$ cat src/rtl/bank_map_pkg.sv
package bank_map_pkg;

   localparam int DATA_W        = 8;
   localparam int NUM_BANK_REGS = 8;
   localparam int SEL_W         = $clog2(NUM_BANK_REGS);
   localparam int ADDR_W        = 16;
   localparam int VID_W         = 13;

   localparam logic [ADDR_W-1:0] DEC_MASK   = 16'hE001;
   localparam logic [ADDR_W-1:0] DEC_CMD    = 16'h8000;
   localparam logic [ADDR_W-1:0] DEC_BANK   = 16'h8001;
   localparam logic [ADDR_W-1:0] DEC_MIRROR = 16'hA000;

   typedef enum logic [1:0] {
      WK_NONE,
      WK_CMD,
      WK_BANK,
      WK_MIRROR
   } wr_kind_e;

   typedef struct packed {
      logic             chr_inv;
      logic             prg_swap;
      logic [SEL_W-1:0] sel;
   } cmd_t;

   function automatic wr_kind_e decode_write(input logic [ADDR_W-1:0] a);
      logic [ADDR_W-1:0] m;
      m = a & DEC_MASK;
      if (m == DEC_CMD)         return WK_CMD;
      else if (m == DEC_BANK)   return WK_BANK;
      else if (m == DEC_MIRROR) return WK_MIRROR;
      else                      return WK_NONE;
   endfunction

   function automatic logic [DATA_W-1:0] bank_reset_value(input int idx);
      if (idx == 0)      return DATA_W'(0);
      else if (idx == 1) return DATA_W'(2);
      else if (idx < 6)  return DATA_W'(idx + 2);
      else               return DATA_W'(idx - 6);
   endfunction

endpackage

$ cat src/rtl/bm_ctrl_regs.sv
module bm_ctrl_regs
   import bank_map_pkg::*;
(
   input  logic                                  clk,
   input  logic                                  rst_n,
   input  logic                                  wr_en,
   input  logic [ADDR_W-1:0]                     wr_addr,
   input  logic [DATA_W-1:0]                     wr_data,
   output cmd_t                                  cmd_q,
   output logic [NUM_BANK_REGS-1:0][DATA_W-1:0]  banks_q,
   output logic                                  mirror_q
);

   wr_kind_e kind;
   assign kind = decode_write(wr_addr);

   always_ff @(posedge clk) begin
      if (!rst_n) begin
         cmd_q <= '0;
      end else if (wr_en && kind == WK_CMD) begin
         cmd_q.chr_inv  <= wr_data[7];
         cmd_q.prg_swap <= wr_data[6];
         cmd_q.sel      <= wr_data[SEL_W-1:0];
      end
   end

   always_ff @(posedge clk) begin
      for (int i = 0; i < NUM_BANK_REGS; i++) begin
         if (!rst_n) begin
            banks_q[i] <= bank_reset_value(i);
         end else if (wr_en && kind == WK_BANK && cmd_q.sel == SEL_W'(i)) begin
            banks_q[i] <= wr_data;
         end
      end
   end

   always_ff @(posedge clk) begin
      if (!rst_n) begin
         mirror_q <= 1'b0;
      end else if (wr_en && kind == WK_MIRROR) begin
         mirror_q <= wr_data[0];
      end
   end

   AST_CMD_LOAD: assert property (@(posedge clk) disable iff (!rst_n)
      (wr_en && kind == WK_CMD) |=> (cmd_q.sel == $past(wr_data[SEL_W-1:0]) &&
                                     cmd_q.prg_swap == $past(wr_data[6]) &&
                                     cmd_q.chr_inv == $past(wr_data[7])));

   AST_BANK_LOAD: assert property (@(posedge clk) disable iff (!rst_n)
      (wr_en && kind == WK_BANK) |=> (banks_q[$past(cmd_q.sel)] == $past(wr_data)));

   AST_MIRROR_HOLD: assert property (@(posedge clk) disable iff (!rst_n)
      !(wr_en && kind == WK_MIRROR) |=> $stable(mirror_q));

   AST_IGNORED_WRITE: assert property (@(posedge clk) disable iff (!rst_n)
      (!wr_en || kind == WK_NONE) |=> ($stable(cmd_q) && $stable(banks_q)));

endmodule

$ cat src/rtl/bm_prg_xlate.sv
module bm_prg_xlate
   import bank_map_pkg::*;
#(
   parameter int PRG_BANKS  = 32,
   parameter int PRG_BANK_W = 6
) (
   input  logic                  clk,
   input  logic                  rst_n,
   input  logic [ADDR_W-1:0]     rd_addr,
   input  logic                  prg_swap,
   input  logic [DATA_W-1:0]     reg_sw,
   input  logic [DATA_W-1:0]     reg_mid,
   output logic [PRG_BANK_W-1:0] prg_bank,
   output logic [12:0]           prg_offset
);

   localparam int NUM_WIN = 4;
   localparam logic [PRG_BANK_W-1:0] LAST_BANK   = PRG_BANK_W'(PRG_BANKS - 1);
   localparam logic [PRG_BANK_W-1:0] SECOND_BANK = PRG_BANK_W'(PRG_BANKS - 2);

   if (PRG_BANKS < 2 || PRG_BANKS > (1 << PRG_BANK_W)) begin : g_bad_banks
      $error("PRG_BANKS must lie between 2 and 2**PRG_BANK_W");
   end
   if (PRG_BANK_W > DATA_W) begin : g_bad_width
      $error("PRG_BANK_W may not exceed the register width");
   end

   logic [PRG_BANK_W-1:0] sw_bank;
   logic [PRG_BANK_W-1:0] mid_bank;
   assign sw_bank  = reg_sw[PRG_BANK_W-1:0];
   assign mid_bank = reg_mid[PRG_BANK_W-1:0];

   if (PRG_BANK_W < DATA_W) begin : g_trim
      logic unused_prg_hi;
      assign unused_prg_hi = ^{reg_sw[DATA_W-1:PRG_BANK_W], reg_mid[DATA_W-1:PRG_BANK_W], rd_addr[15]};
   end else begin : g_notrim
      logic unused_prg_hi;
      assign unused_prg_hi = rd_addr[15];
   end

   logic [NUM_WIN-1:0][PRG_BANK_W-1:0] win_bank;

   for (genvar w = 0; w < NUM_WIN; w++) begin : g_win
      if (w == 1) begin : g_mid
         assign win_bank[w] = mid_bank;
      end else if (w == 3) begin : g_last
         assign win_bank[w] = LAST_BANK;
      end else begin : g_swap
         assign win_bank[w] = ((w == 0) ^ prg_swap) ? sw_bank : SECOND_BANK;
      end
   end

   logic [1:0] win;
   assign win        = rd_addr[14:13];
   assign prg_bank   = win_bank[win];
   assign prg_offset = rd_addr[12:0];

   AST_LAST_FIXED: assert property (@(posedge clk) disable iff (!rst_n)
      (win == 2'd3) |-> (prg_bank == LAST_BANK));

   AST_SWAP_SECOND: assert property (@(posedge clk) disable iff (!rst_n)
      (win == 2'd0 && prg_swap) |-> (prg_bank == SECOND_BANK));

endmodule

$ cat src/rtl/bm_chr_xlate.sv
module bm_chr_xlate
   import bank_map_pkg::*;
(
   input  logic                  clk,
   input  logic                  rst_n,
   input  logic [VID_W-1:0]      vid_addr,
   input  logic                  chr_inv,
   input  logic [5:0][DATA_W-1:0] chr_regs,
   output logic [DATA_W-1:0]     chr_bank,
   output logic [9:0]            chr_offset
);

   localparam int NUM_WIN  = 8;
   localparam int PAIR_WIN = 4;

   logic [VID_W-1:0] eff_addr;
   logic [2:0]       eff_win;
   assign eff_addr = vid_addr ^ {chr_inv, {(VID_W-1){1'b0}}};
   assign eff_win  = eff_addr[12:10];

   logic [NUM_WIN-1:0][DATA_W-1:0] win_bank;

   for (genvar w = 0; w < NUM_WIN; w++) begin : g_win
      if (w < PAIR_WIN) begin : g_pair
         assign win_bank[w] = {chr_regs[w / 2][DATA_W-1:1], 1'(w % 2)};
      end else begin : g_single
         assign win_bank[w] = chr_regs[w - 2];
      end
   end

   assign chr_bank   = win_bank[eff_win];
   assign chr_offset = vid_addr[9:0];

   AST_PAIR_PARITY: assert property (@(posedge clk) disable iff (!rst_n)
      (!eff_win[2]) |-> (chr_bank[0] == eff_win[0]));

   AST_INVERT_HALF: assert property (@(posedge clk) disable iff (!rst_n)
      (chr_inv && vid_addr[12]) |-> !eff_win[2]);

endmodule

$ cat src/rtl/bank_mapper.sv
module bank_mapper
   import bank_map_pkg::*;
#(
   parameter int PRG_BANKS  = 32,
   parameter int PRG_BANK_W = 6
) (
   input  logic                  clk,
   input  logic                  rst_n,
   input  logic                  wr_en,
   input  logic [15:0]           wr_addr,
   input  logic [7:0]            wr_data,
   input  logic [15:0]           rd_addr,
   input  logic [12:0]           vid_addr,
   output logic [PRG_BANK_W-1:0] prg_bank,
   output logic [12:0]           prg_offset,
   output logic [7:0]            chr_bank,
   output logic [9:0]            chr_offset,
   output logic                  mirror_sel
);

   cmd_t                                 cmd_q;
   logic [NUM_BANK_REGS-1:0][DATA_W-1:0] banks_q;
   logic                                 mirror_q;

   bm_ctrl_regs u_regs (
      .clk      (clk),
      .rst_n    (rst_n),
      .wr_en    (wr_en),
      .wr_addr  (wr_addr),
      .wr_data  (wr_data),
      .cmd_q    (cmd_q),
      .banks_q  (banks_q),
      .mirror_q (mirror_q)
   );

   bm_prg_xlate #(
      .PRG_BANKS  (PRG_BANKS),
      .PRG_BANK_W (PRG_BANK_W)
   ) u_prg (
      .clk        (clk),
      .rst_n      (rst_n),
      .rd_addr    (rd_addr),
      .prg_swap   (cmd_q.prg_swap),
      .reg_sw     (banks_q[6]),
      .reg_mid    (banks_q[7]),
      .prg_bank   (prg_bank),
      .prg_offset (prg_offset)
   );

   bm_chr_xlate u_chr (
      .clk        (clk),
      .rst_n      (rst_n),
      .vid_addr   (vid_addr),
      .chr_inv    (cmd_q.chr_inv),
      .chr_regs   (banks_q[5:0]),
      .chr_bank   (chr_bank),
      .chr_offset (chr_offset)
   );

   assign mirror_sel = ~mirror_q;

   AST_MIRROR_INVERSE: assert property (@(posedge clk) disable iff (!rst_n)
      (wr_en && decode_write(wr_addr) == WK_MIRROR) |=> (mirror_sel != $past(wr_data[0])));

endmodule

$ cat config.mk
export PLATFORM = sky130hd
export DESIGN_NAME = bank_mapper
export DESIGN_NICKNAME = d
export VERILOG_FILES = /design/src/rtl/bank_map_pkg.sv /design/src/rtl/bm_ctrl_regs.sv /design/src/rtl/bm_prg_xlate.sv /design/src/rtl/bm_chr_xlate.sv /design/src/rtl/bank_mapper.sv
export SDC_FILE = /design/constraint.sdc
export NUM_CORES = 1
export LEC_CHECK = 0
export ABC_CLOCK_PERIOD_IN_PS = 2700
export BUFFER_PORTS_ARGS = -buffer_cell sky130_fd_sc_hd__buf_4
export CORE_AREA = 2 2 82 84
export CTS_CLUSTER_DIAMETER = 100
export DETAILED_ROUTE_END_ITERATION = 12
export DIE_AREA = 0 0 84 86
export PLACE_DENSITY = 0.86
export SETUP_SLACK_MARGIN = 0.2
export SLEW_MARGIN = 20
export SYNTH_ARGS = -nofsm -noshare
export SYNTH_HDL_FRONTEND = slang
export SYNTH_SLANG_ARGS = --single-unit
$ cat constraint.sdc
create_clock -name clk -period 2.7 [get_ports clk]
set_clock_uncertainty 0.1 [all_clocks]
set_input_delay 0.135 -clock clk [delete_from_list [all_inputs] [get_ports clk]]
set_output_delay 0.135 -clock clk [all_outputs]
set_load 0.01 [all_outputs]
# Yosys cells after proc, flatten, opt, wreduce, memory -nomap -nowiden
# Cells that the tools add are included.
dict set report op_classes {
  magnitude_cmp 2
  n_eq_ne 13
  muxes 9
  bitwise_logic 2
  reduce_logical 12
}
# op count
set ops {}
lappend ops {{$bmux W8 S3} 1}
lappend ops {{$mux W6} 3}
lappend ops {{$xor A13 B13 Y13} 1}
lappend ops {{$bmux W6 S2} 1}
lappend ops {{$eq A3 B3 Y1 const B} 4}
lappend ops {{$eq A4 B4 Y1 const B} 3}
lappend ops {{$logic_and A1 B1 Y1} 11}
lappend ops {{$mux W8} 1}
lappend ops {{$eq A3 B2 Y1 const B} 2}
lappend ops {{$mux W2} 3}
lappend ops {{$eq A2 B2 Y1 const B} 2}
lappend ops {{$lt A3 B4 Y1 const B} 1}
lappend ops {{$eq A3 B1 Y1 const B} 1}
lappend ops {{$logic_not A3 Y1} 1}
lappend ops {{$lt A2 B3 Y1 const B} 1}
lappend ops {{$eq A2 B1 Y1 const B} 1}
lappend ops {{$not A1 Y1} 1}
dict set report word_totals {
  regBits 66
  output_inout_bits 38
  wordCells 50
}

# Depth between registers and ports, before layout
# Gate-level depths: netlist of run 1.
dict set report logic_depth {
  depth_word 7
  depth_mapped 5
}

# Cells and area by module
# Synthesis of run 1 repeated with hierarchy kept, for this count alone.
dict set report hier_totals {
  cells_unflattened 327
  hier_area_um2 3306.9
}
# module n_inst cells_each area_each_um2
set modules_own_cells {}
lappend modules_own_cells {bm_ctrl_regs 1 253 2661.3}
lappend modules_own_cells {bm_chr_xlate 1 47 446.7}
lappend modules_own_cells {bm_prg_xlate 1 26 195.2}
lappend modules_own_cells {bank_mapper 1 1 3.8}

# Least setup slack after synthesis of run 1
# OpenSTA, ideal clock, no wires.
dict set report synth_timing {
  path_type {reg2reg}
  startpoint {register u_regs.cmd_q[2] (netlist name)}
  endpoint {register u_regs.banks_q[18] in the netlist's numbering}
  setup_time_ps 120
  arrival_time_ps 1146
  setup_slack_ps 1334
  stages_incl_launch_ff 5
  synth_period_minus_slack_ps 1366
  cell_sequence {dfxtp_1 and4bb_2 buf_2 and2_1 o31a_1}
}
dict set report synth_between {
  elab_chain_cells 2
}
# item line
set synth_rtl {}
lappend synth_rtl {{$eq A3 B2 Y1} bm_ctrl_regs.sv:31} ;# end else if (wr_en && kind == WK_BANK && cmd_q.sel == SEL_W'(i)) begin
lappend synth_rtl {{$logic_and A1 B1 Y1} bm_ctrl_regs.sv:31}
lappend synth_rtl {{to (signal, indexed assignment)} bm_ctrl_regs.sv:30} ;# banks_q[i] <= bank_reset_value(i);
lappend synth_rtl {{to (signal, indexed assignment)} bm_ctrl_regs.sv:32} ;# banks_q[i] <= wr_data;
lappend synth_rtl {{to (decl)} bm_ctrl_regs.sv:10} ;# output logic [NUM_BANK_REGS-1:0][DATA_W-1:0] banks_q,
# Every way passes these cells.
# A chain may end at the register's enable or synchronous reset.

# Final worst setup path of run 1
dict set report layout_timing {
  startpoint {register u_regs.cmd_q[0] (netlist name)}
  endpoint {register u_regs.banks_q[37] in the netlist's numbering}
}
dict set report layout_between {
  elab_chain_cells 2
}
# item line
set layout_rtl {}
lappend layout_rtl {{$eq A3 B3 Y1} bm_ctrl_regs.sv:31}
lappend layout_rtl {{$logic_and A1 B1 Y1} bm_ctrl_regs.sv:31}
# Every way passes these cells.

==> impl_metrics.toml, run 1 <==
[outcome]
status = "completed"

[power]
power_mw = 1.93
p_leak_nw = 1.60
ir_drop_uv = 321
power_density_nw_per_um2 = 560

[logic_synthesis]
syn_avg_cell_area_um2 = 9.57
synth.distinct_cells = 38
yosysWarnings = 0
ys_seq_area_share_pct = 41.6
mappedNetlistNets = 378
syn_area_um2 = 3080
ys_ff_latch = 64
syn_inst = 322

[cells_and_area]
antenna_cells = 0
post-route-util_pct = 54.8
fin_nets = 390
layout-drive-gt1-share_pct = 20.1
finalInstanceArea_um2 = 3440
syn2layout_area_growth_pct = 11.7

[setup_path]
reg2reg_setup_slack_ns = 0.95
crit_arrival_ns = 1.86
worstSetupPathType = "register to register"
critPathRequiredTime_ns = 2.80
cp_max_fo = 8
start_kind = "register"
endpoint_kind = "register"

[clocking]
cts_tree = "done"
numCtsBuffers = 9
cts_setup_buffers = 0
insertion_delay_ns = 0.34
clk_pin_slew_ns = 0.07
hold_buffers = 5
cts_resized = 0
cts.path.max_buffers = 2
cts.sinks = 64
cts_root_buf = "clkbuf_8"
htreeDepth = 3

[floorplan]
fp-row-count = 29
die_w_um = 84
core_area_um2 = 6280
start_util_pct = 49.1
ios = 94
die_h_um = 86
die-area_um2 = 7220

[detailed_routing]
ant_nets = 0
via_per_inst = 5.50
vias = 2288
totalWireLength_um = 6630
drt-wirelength-per-cell_um = 15.9
drtIter0Drc = 176
drc_errors = 0
firstDrtPassIters = 4

[global_routing]
grtUsageTotal_pct = 19.0
grt_overflow_total = 0
grt_pass1_vias = 2222
grt_pass1_wl_um = 10700
grt_max_degree = 39
antenna_found_initial = 0

[placement]
gp_congestion = 0.804
post-dp-hpwl_um = 4390
dpl_cell_area_um2 = 3190
io_buffers = 34

[sta]
setup_violations = 0
tightestPinTransition_ns = 0.636
hold_viol_final = 0
max_freq_mhz = 570
finalCritPeriodShare_pct = 65.0
min_period_ns = 1.75
rsz0062_at_grt = "false"
slew_violations = 0
finalSetupTns_ns = 0
relSlewSlack_pct = 57.6

[hold_path]
min_path_type = "primary input to register"

[job]
max_cap_viol_count = 0
==> through the flow <==
stage	worst slack, ns	instances	hold WS, ns
after floorplan	1.33	322	0.183
after global placement	1.00	395	0.170
after detailed placement	0.958	395	0.170
after CTS	0.937	416	0.0636
after global routing	0.815	416	0.105
final	0.945	416	0.0831
==> cells by family (layout without fill, tap and decap cells) <==
family / Yosys count / after routing / share of synthesized area (%)
AND/OR/NAND/NOR: 105 / 105 / 16.6
multiplexers: 70 / 70 / 25.6
XOR/XNOR: 1 / 1 / 0.284
buffers and inverters: 46 / 63 / 9.05
AO/OA/AOI/OAI: 36 / 36 / 6.90
flip-flops: 64 / 64 / 41.6
==> state kept, by name, summed over array words and instances, names as in the netlist <==
signal           flops
u_regs.mirror_q      1
u_regs.cmd_q         5
u_regs.banks_q      58
==> worst paths after layout <==
path / start / to / cells past startpoint
worst min register to register: u_regs.banks_q[29] / u_regs.banks_q[29] / 2
worst max-delay path: u_regs.cmd_q[0] / u_regs.banks_q[37] / 3
worst min-delay path: wr_addr[15] / u_regs.mirror_q / 4
worst max register to register: u_regs.cmd_q[0] / u_regs.banks_q[37] / 3
==> layer usage <==
metal | track usage [%] | wire (µm)
met3 | 4.14 | 317
met1 | 23.3 | 3050
met2 | 31.6 | 3110
met4 | 9.97 | 148
met5 | 0 | 0
==> area by class of cell <==
| cell class | instances | area, µm² |
|---|---|---|
| clock buffer | 13 | 159 |
| clock inverter | 3 | 40.0 |
| fill | 553 | 2840 |
| inverter | 6 | 22.5 |
| multi-input combinational | 212 | 1520 |
| sequential | 64 | 1280 |
| tap | 77 | 96.3 |
| timing repair buffer | 41 | 320 |
==> where the power goes <==
part	switching, mW	internal (mW)	total [mW]	leakage [nW]
clock network	0.359	0.475	0.833	0.103
logic	0.0834	0.0616	0.145	0.976
registers	0.00179	0.946	0.948	0.516
total	0.444	1.48	1.93	1.60
==> synth_stat cells, drive strengths merged <==
| cell | count | share of area [%] |
|---|---|---|
| and2 | 2 | 0.41 |
| buf | 33 | 7.5 |
| nand4bb | 1 | 0.37 |
| nor2b | 2 | 0.41 |
| nor4b | 1 | 0.28 |
| a21oi | 7 | 1.1 |
| nand4 | 2 | 0.81 |
| nor3b | 1 | 0.24 |
| dfxtp | 64 | 42 |
| mux4 | 7 | 5.1 |
| or3 | 1 | 0.20 |
| xor2 | 1 | 0.28 |
| o31a | 1 | 0.28 |
| nand3 | 6 | 0.97 |
| or2 | 1 | 0.20 |
| inv | 6 | 0.73 |
| mux2i | 62 | 20 |
| o311ai | 1 | 0.28 |
| and4bb | 3 | 1.2 |
| nor3 | 1 | 0.16 |
| o22ai | 1 | 0.20 |
| nand2 | 68 | 8.4 |
| nor2 | 10 | 1.3 |
| o211ai | 2 | 0.49 |
| o21ai | 18 | 2.9 |
| o21bai | 1 | 0.24 |
| nand4b | 2 | 0.57 |
| a31oi | 1 | 0.20 |
| or3b | 1 | 0.37 |
| o22a | 4 | 1.1 |
| clkbuf | 7 | 0.85 |
| nand2b | 3 | 0.61 |
| mux2 | 1 | 0.37 |
==> critical path, stage by stage, from the launching register on <==
cell and delay [ns]:
dfxtp_1 0.34, nor4b_1 0.47, nand2b_1 0.47, mux2i_1 0.23
==> layout by cell type (no fill, tap or decap), types with 2 or more instances in the layout <==
master	count
nand4_2	2
o22a_1	4
inv_1	6
clkinv_2	2
and2_1	2
and4bb_2	3
buf_4	36
dlygate4sd3_1	5
nor2_1	9
a21oi_1	7
o211ai_1	2
dfxtp_1	64
o21ai_0	18
nand2_2	2
nand2b_1	3
clkbuf_1	2
mux4_2	7
clkbuf_8	11
nand3_1	6
nand2_1	66
nor2b_1	2
mux2i_1	62
nand4b_1	2
Note: power is estimated with default switching activity, not from simulation.
==> inputs of run 2 (changes only) <==
- ABC_AREA: not set -> 1
- ABC_CLOCK_PERIOD_IN_PS: 2700 -> 1450
- CORE_AREA: 2 2 82 84 -> 2 2 89 91
- DIE_AREA: 0 0 84 86 -> 0 0 91 93
- PLACE_DENSITY: 0.86 -> 0.85
- clock period: 2.7 -> 1.45 ns (I/O delays scaled with it)
==> run 2 against run 1 <==
Against the previous run:
- first-iteration DRC count increased by 95%
- global-route usage increased by 3.4 points
- final cell count up 62%
- utilization grew 2.3 points
- synthesized cell count grew 69%
- hold slack got worse by 0.072 ns
- die area grew 17%
- largest power group unchanged
- sequential power rose by 87%
- highest routed layer unchanged
- the run now ends with negative setup slack left
- critical path type is now register to output pin
- flip-flop and latch count did not move
==> impl_metrics.toml, run 2 <==
[outcome]
status = "complete, but fails checks"
violations = "negative setup slack"

[power]
power_density_nw_per_um2 = 929
seq_power_share_pct = 44.3
p_leak_nw = 1.94
p_sw_mw = 0.998
ir_drop_uv = 670
comb_power_share_pct = 11.8
swShare_pct = 25.0
power_mw = 3.99
internal_power_mw = 2.99
clock_power_share_pct = 43.8

[clocking]
htreeDepth = 3
cts.sinks = 64
numCtsBuffers = 9
cts.path.max_buffers = 2
insertion_delay_ns = 0.36
cts_root_buf = "clkbuf_8"
cts_tree = "done"
clk_pin_slew_ns = 0.07

[floorplan]
fp-row-count = 32
start_util_pct = 46.7
core_area_um2 = 7530
die_h_um = 93
die-area_um2 = 8460
ios = 94
die_w_um = 91

[detailed_routing]
ant_nets = 0
firstDrtPassIters = 6
via_per_inst = 5.25
totalWireLength_um = 9650
drt-wirelength-per-cell_um = 14.3
drc_errors = 0
drtIter0Drc = 344
vias = 3540

[cells_and_area]
antenna_cells = 0
final_common_cell = "nand2_1"
fin_nets = 624
top_regs = "u_regs.banks_q: 58 flops, u_regs.cmd_q: 5 flops, u_regs.mirror_q: 1 flops"
top_register = "u_regs.banks_q"
layout-drive-gt1-share_pct = 23.8
syn2layout_area_growth_pct = 22.4
finalInstanceArea_um2 = 4300
largest_register_ffs = 58
layout_common_cells = "122 x nand2_1, 109 x nor2_1, 66 x nand3_1"

[logic_synthesis]
synthArstFlopShare_pct = 0
yosysMostFrequentCell = "nand2_1"
mappedNetlistNets = 601
synth.distinct_cells = 24
yosysWarnings = 0
ys_seq_area_share_pct = 36.5
synth.mux.area_fraction_pct = 0
synth_largest_area_cell = "dfxtp_1"
synth.area.top_cells = "dfxtp_1 36%, nand2_1 15%, nor2_1 12%"
yosys-top-cells-count = "139 x nand2_1, 112 x nor2_1, 75 x nand3_1, 64 x dfxtp_1, 46 x inv_1"
synth_xor_area_share_pct = 0.713
synth_ff_type = "dfxtp_1"
synth_compound_area_share_pct = 5.63
syn_area_um2 = 3510
synthAdderAreaFrac_pct = 0
synthSimpleGateAreaFrac_pct = 43.6
syn_avg_cell_area_um2 = 6.44
syn_inst = 545
ys_ff_latch = 64
synth_top_area_share_pct = 36.5
synth_top_family_by_area = "simple AND/OR/NAND/NOR gates"
synth-edff-count = 0

[sta]
rsz0062_at_grt = "true"
holdWs_ns = 0.0113
max_freq_mhz = 667
setup_violations = 9
min_period_ns = 1.50
tightestPinTransition_ns = 0.552
slew_violations = 0
relSlewSlack_pct = 63.2
finalCritPeriodShare_pct = 103
finalWorstSetupSlack_ns = -0.0497
hold_viol_final = 0

[setup_path]
max_stage_delay_ns = 0.34
crit_arrival_ns = 1.33
start_kind = "register"
worstSetupPathType = "register to output pin"
cp_max_fo = 8
crit_top_cell = "nand2_2"
worst_path_max_delay_cell = "dfxtp_2"
endpoint_kind = "output pin"
path_cells = "xnor2_2, inv_2, nand2_2, nand2_2, buf_6"
critPathRequiredTime_ns = 1.28

[job]
max_cap_viol_count = 0

[global_routing]
grtUsageTotal_pct = 22.5
grt_max_degree = 36
grt_pass1_wl_um = 15300
grt_overflow_total = 0
antenna_found_initial = 0
grt_pass1_vias = 3300

[placement]
io_buffers = 34
post-dp-hpwl_um = 6170
gp_congestion = 0.860
dpl_cell_area_um2 = 3720

[hold_path]
min_path_type = "primary input to register"
==> run 2: kinds of logic after synthesis <==
family / count (synthesis)
flops: 64
buf+inv: 94
compound gates: 38
xor+xnor: 2
simple gates: 347
==> run 2: path summary, 6_finish.rpt <==
kind,startpoint,to,slack (ns),depth (start not counted)
hold / removal,wr_addr[13],u_regs.mirror_q,0.01,5
setup reg to reg,u_regs.cmd_q[1],u_regs.banks_q[57],0.13,6
setup / recovery,u_regs.cmd_q[4],chr_bank[1],-0.05,5
hold reg to reg,u_regs.banks_q[22],u_regs.banks_q[22],0.37,2
==> run 2: layout make-up <==
type,count,area [µm²]
clock buffer,12,155
clock inverter,3,65.1
fill,699,3230
inverter,52,219
multi-input combinational,387,1920
sequential,64,1300
tap,102,128
timing repair buffer,53,503
timing repair inverter,1,7.51
==> run 2: worst max-delay path, delay by kind of cell, from the launching register on <==
| family | cells | cell delay, ns |
|---|---|---|
| and+or+nand+nor | 2 | 0.18 |
| buffers and inverters | 2 | 0.25 |
| DFF | 1 | 0.34 |
| xor gates and xnor gates | 1 | 0.19 |
==> run 2: per-layer routing <==
| layer | global-route usage [%] | wire length (µm) | share of wire, % | vias up |
|---|---|---|---|---|
| met5 | 0 | 0 | 0 | - |
| met1 | 25.4 | 3710 | 38 | 1610 |
| met3 | 5.72 | 784 | 8.1 | 31 |
| met4 | 9.47 | 268 | 2.8 | 0 |
| li1 | - | - | - | 1723 |
| met2 | 40.2 | 4890 | 51 | 176 |
==> run 2: stage by stage <==
step / TNS, ns / util [%] / worst slack (ns) / cells
floorplan: 0 / - / 0.251 / 545
global placement: 0 / 49.4 / 0.135 / 648
detailed placement: 0 / 49.4 / 0.0974 / 648
CTS: -0.0725 / 54.9 / -0.0306 / 671
global route: -0.808 / 57.1 / -0.0942 / 674
finish: -0.235 / 57.1 / -0.0497 / 674
==> run 2: what timing repair did <==
item / CTS / global route
hold buffers: 6 / 0
buffers inserted: 1 / 3
gates cloned: 1 / 0
gates resized for setup: 44 / 48
pin swaps: 10 / 29
endpoints found under the setup margin: 72 / 60
endpoints found under the hold margin: 15 / 0
==> run 2: power by group through the flow <==
stage / combinational, mW / sequential (mW) / clock (mW)
2_1_floorplan: 0.301 / 1.81 / 0
3_3_place_gp: 0.388 / 1.81 / 0
3_5_place_dp: 0.396 / 1.81 / 0
4_1_cts: 0.440 / 1.77 / 1.74
5_1_grt: 0.513 / 1.77 / 1.83
6_report: 0.473 / 1.77 / 1.75
==> inputs of run 3 (changes only) <==
- ABC_CLOCK_PERIOD_IN_PS: 1450 -> 1400
- CORE_AREA: 2 2 89 91 -> 2 2 87 89
- DIE_AREA: 0 0 91 93 -> 0 0 89 91
- clock period: 1.45 -> 1.4 ns (I/O delays scaled with it)
==> run 3 against run 2 <==
Against the previous run:
- clock-buffer cell count unchanged
- register-to-register slack is essentially flat
- final cell count grew 0.74%
- highest routed layer unchanged
- first-iteration DRC count shrank 16%
- non-clock buffer count up 7
- flip-flop and latch count did not move
- the flow still finishes with violations (negative setup slack)
- via count up 0.23%
==> impl_metrics.toml, run 3 (synthesized netlist as in run 2, its figures left out) <==
[power]
p_leak_nw = 2.01
swShare_pct = 27.0
clock_power_share_pct = 39.4
power_density_nw_per_um2 = 846
ir_drop_uv = 626
seq_power_share_pct = 47.1
internal_power_mw = 2.85
p_sw_mw = 1.05
comb_power_share_pct = 13.5

[floorplan]
die_h_um = 91
die_w_um = 89
fp-row-count = 31
start_util_pct = 49.2
core_area_um2 = 7140
ios = 94
die-area_um2 = 8100

[detailed_routing]
drt-wirelength-per-cell_um = 14.8
drc_errors = 0
ant_nets = 0
via_per_inst = 5.23
totalWireLength_um = 10100
drtIter0Drc = 290
vias = 3548
firstDrtPassIters = 6

[clocking]
cts_tree = "done"
numCtsBuffers = 9
htreeDepth = 3
cts_root_buf = "clkbuf_8"
insertion_delay_ns = 0.35
cts.path.max_buffers = 2
cts.sinks = 64
clk_pin_slew_ns = 0.07

[sta]
finalCritPeriodShare_pct = 110
tightestPinTransition_ns = 0.537
finalWorstSetupSlack_ns = -0.134
min_period_ns = 1.53
setup_violations = 9
relSlewSlack_pct = 64.2
max_freq_mhz = 652
rsz0062_at_grt = "true"
holdWs_ns = 0.0188
hold_viol_final = 0
slew_violations = 0

[setup_path]
cp_top_family = "flip-flops"
worst_path_max_delay_cell = "dfxtp_2"
crit_buf_inv = 2
cp_max_fo = 8
max_stage_delay_ns = 0.34
path_cells = "xnor2_2, inv_2, nand2_1, nand2_2, buf_6"
endpoint_kind = "output pin"
crit_arrival_ns = 1.36
worstSetupPathType = "register to output pin"
critPathRequiredTime_ns = 1.23
start_kind = "register"

[global_routing]
antenna_found_initial = 0
grt_pass1_vias = 3246
grt_max_degree = 41
grt_pass1_wl_um = 14800
grt_overflow_total = 0
grtUsageTotal_pct = 23.1

[cells_and_area]
layout-drive-gt1-share_pct = 34.3
top_register = "u_regs.banks_q"
fill_cells = 618
antenna_cells = 0
largest_register_ffs = 58
syn2layout_area_growth_pct = 31.1
final_common_cell = "nand2_1"
top_regs = "u_regs.banks_q: 58 flops, u_regs.cmd_q: 5 flops, u_regs.mirror_q: 1 flops"
fin_nets = 631
layout_common_cells = "102 x nand2_1, 101 x nor2_1, 57 x dfxtp_1"
post-route-util_pct = 64.5

[hold_path]
min_path_type = "primary input to register"

[job]
max_cap_viol_count = 0

[placement]
gp_congestion = 0.874
post-dp-hpwl_um = 6060
io_buffers = 34

[outcome]
status = "complete, but fails checks"
violations = "negative setup slack"
-- run 3: worst paths after layout --
kind | startpoint | end | cells past startpoint | slack, ns
worst max-delay path | u_regs.cmd_q[4] | chr_bank[1] | 5 | -0.13
worst min-delay path | wr_addr[13] | u_regs.mirror_q | 5 | 0.02
worst max register to register | u_regs.cmd_q[0] | u_regs.banks_q[26] | 5 | 0.12
worst min register to register | u_regs.banks_q[48] | u_regs.banks_q[48] | 2 | 0.37
-- run 3: routing by layer --
layer / track usage, % / share of wire [%] / wire length (µm)
met5: 0 / 0 / 0
met1: 27.8 / 38 / 3790
met3: 6.27 / 8.1 / 812
met2: 39.2 / 51 / 5190
met4: 7.59 / 2.9 / 290
-- run 3: final cells by class --
class	count	area [µm²]	share of cell area (%)
Multi-Input combinational cell	387	2130	46.3
Sequential cell	64	1300	28.2
Timing Repair Buffer	60	616	13.4
Inverter	52	243	5.27
Clock buffer	12	135	2.94
Tap cell	99	124	2.69
Clock inverter	4	45.0	0.979
Timing Repair inverter	1	7.51	0.163
-- run 3: tightest hold or removal path: cells and delay by family --
family	cells	cell delay [ns]
buf+inv	1	0.12
simple gates	4	0.23
-- run 3: power groups by stage --
stage	combinational [mW]	clock, mW	sequential [mW]
6_report	0.528	1.53	1.83
5_1_grt	0.571	1.62	1.84
3_5_place_dp	0.415	0	1.88
2_1_floorplan	0.311	0	1.88
3_3_place_gp	0.407	0	1.88
4_1_cts	0.469	1.52	1.83
-- run 3: timing repair --
item / CTS / global route
endpoints found under the hold margin: 27 / 0
hold buffers: 6 / 0
cloned: 1 / 0
pin swaps: 19 / 89
gates resized for setup: 56 / 114
endpoints found under the setup margin: 72 / 72
buffers inserted: 1 / 7
-- run 3: stage by stage --
stage | setup TNS, ns | cell area (µm²) | setup slack [ns] | instances | power, mW
after floorplan | 0 | 3510 | 0.201 | 545 | 2.19
after global placement | 0 | 3750 | 0.101 | 648 | 2.28
after detailed placement | 0 | 3750 | 0.0146 | 648 | 2.29
after CTS | -0.538 | 4160 | -0.0761 | 672 | 3.83
after global routing | -1.69 | 4600 | -0.191 | 679 | 4.03
final | -0.859 | 4600 | -0.134 | 679 | 3.90
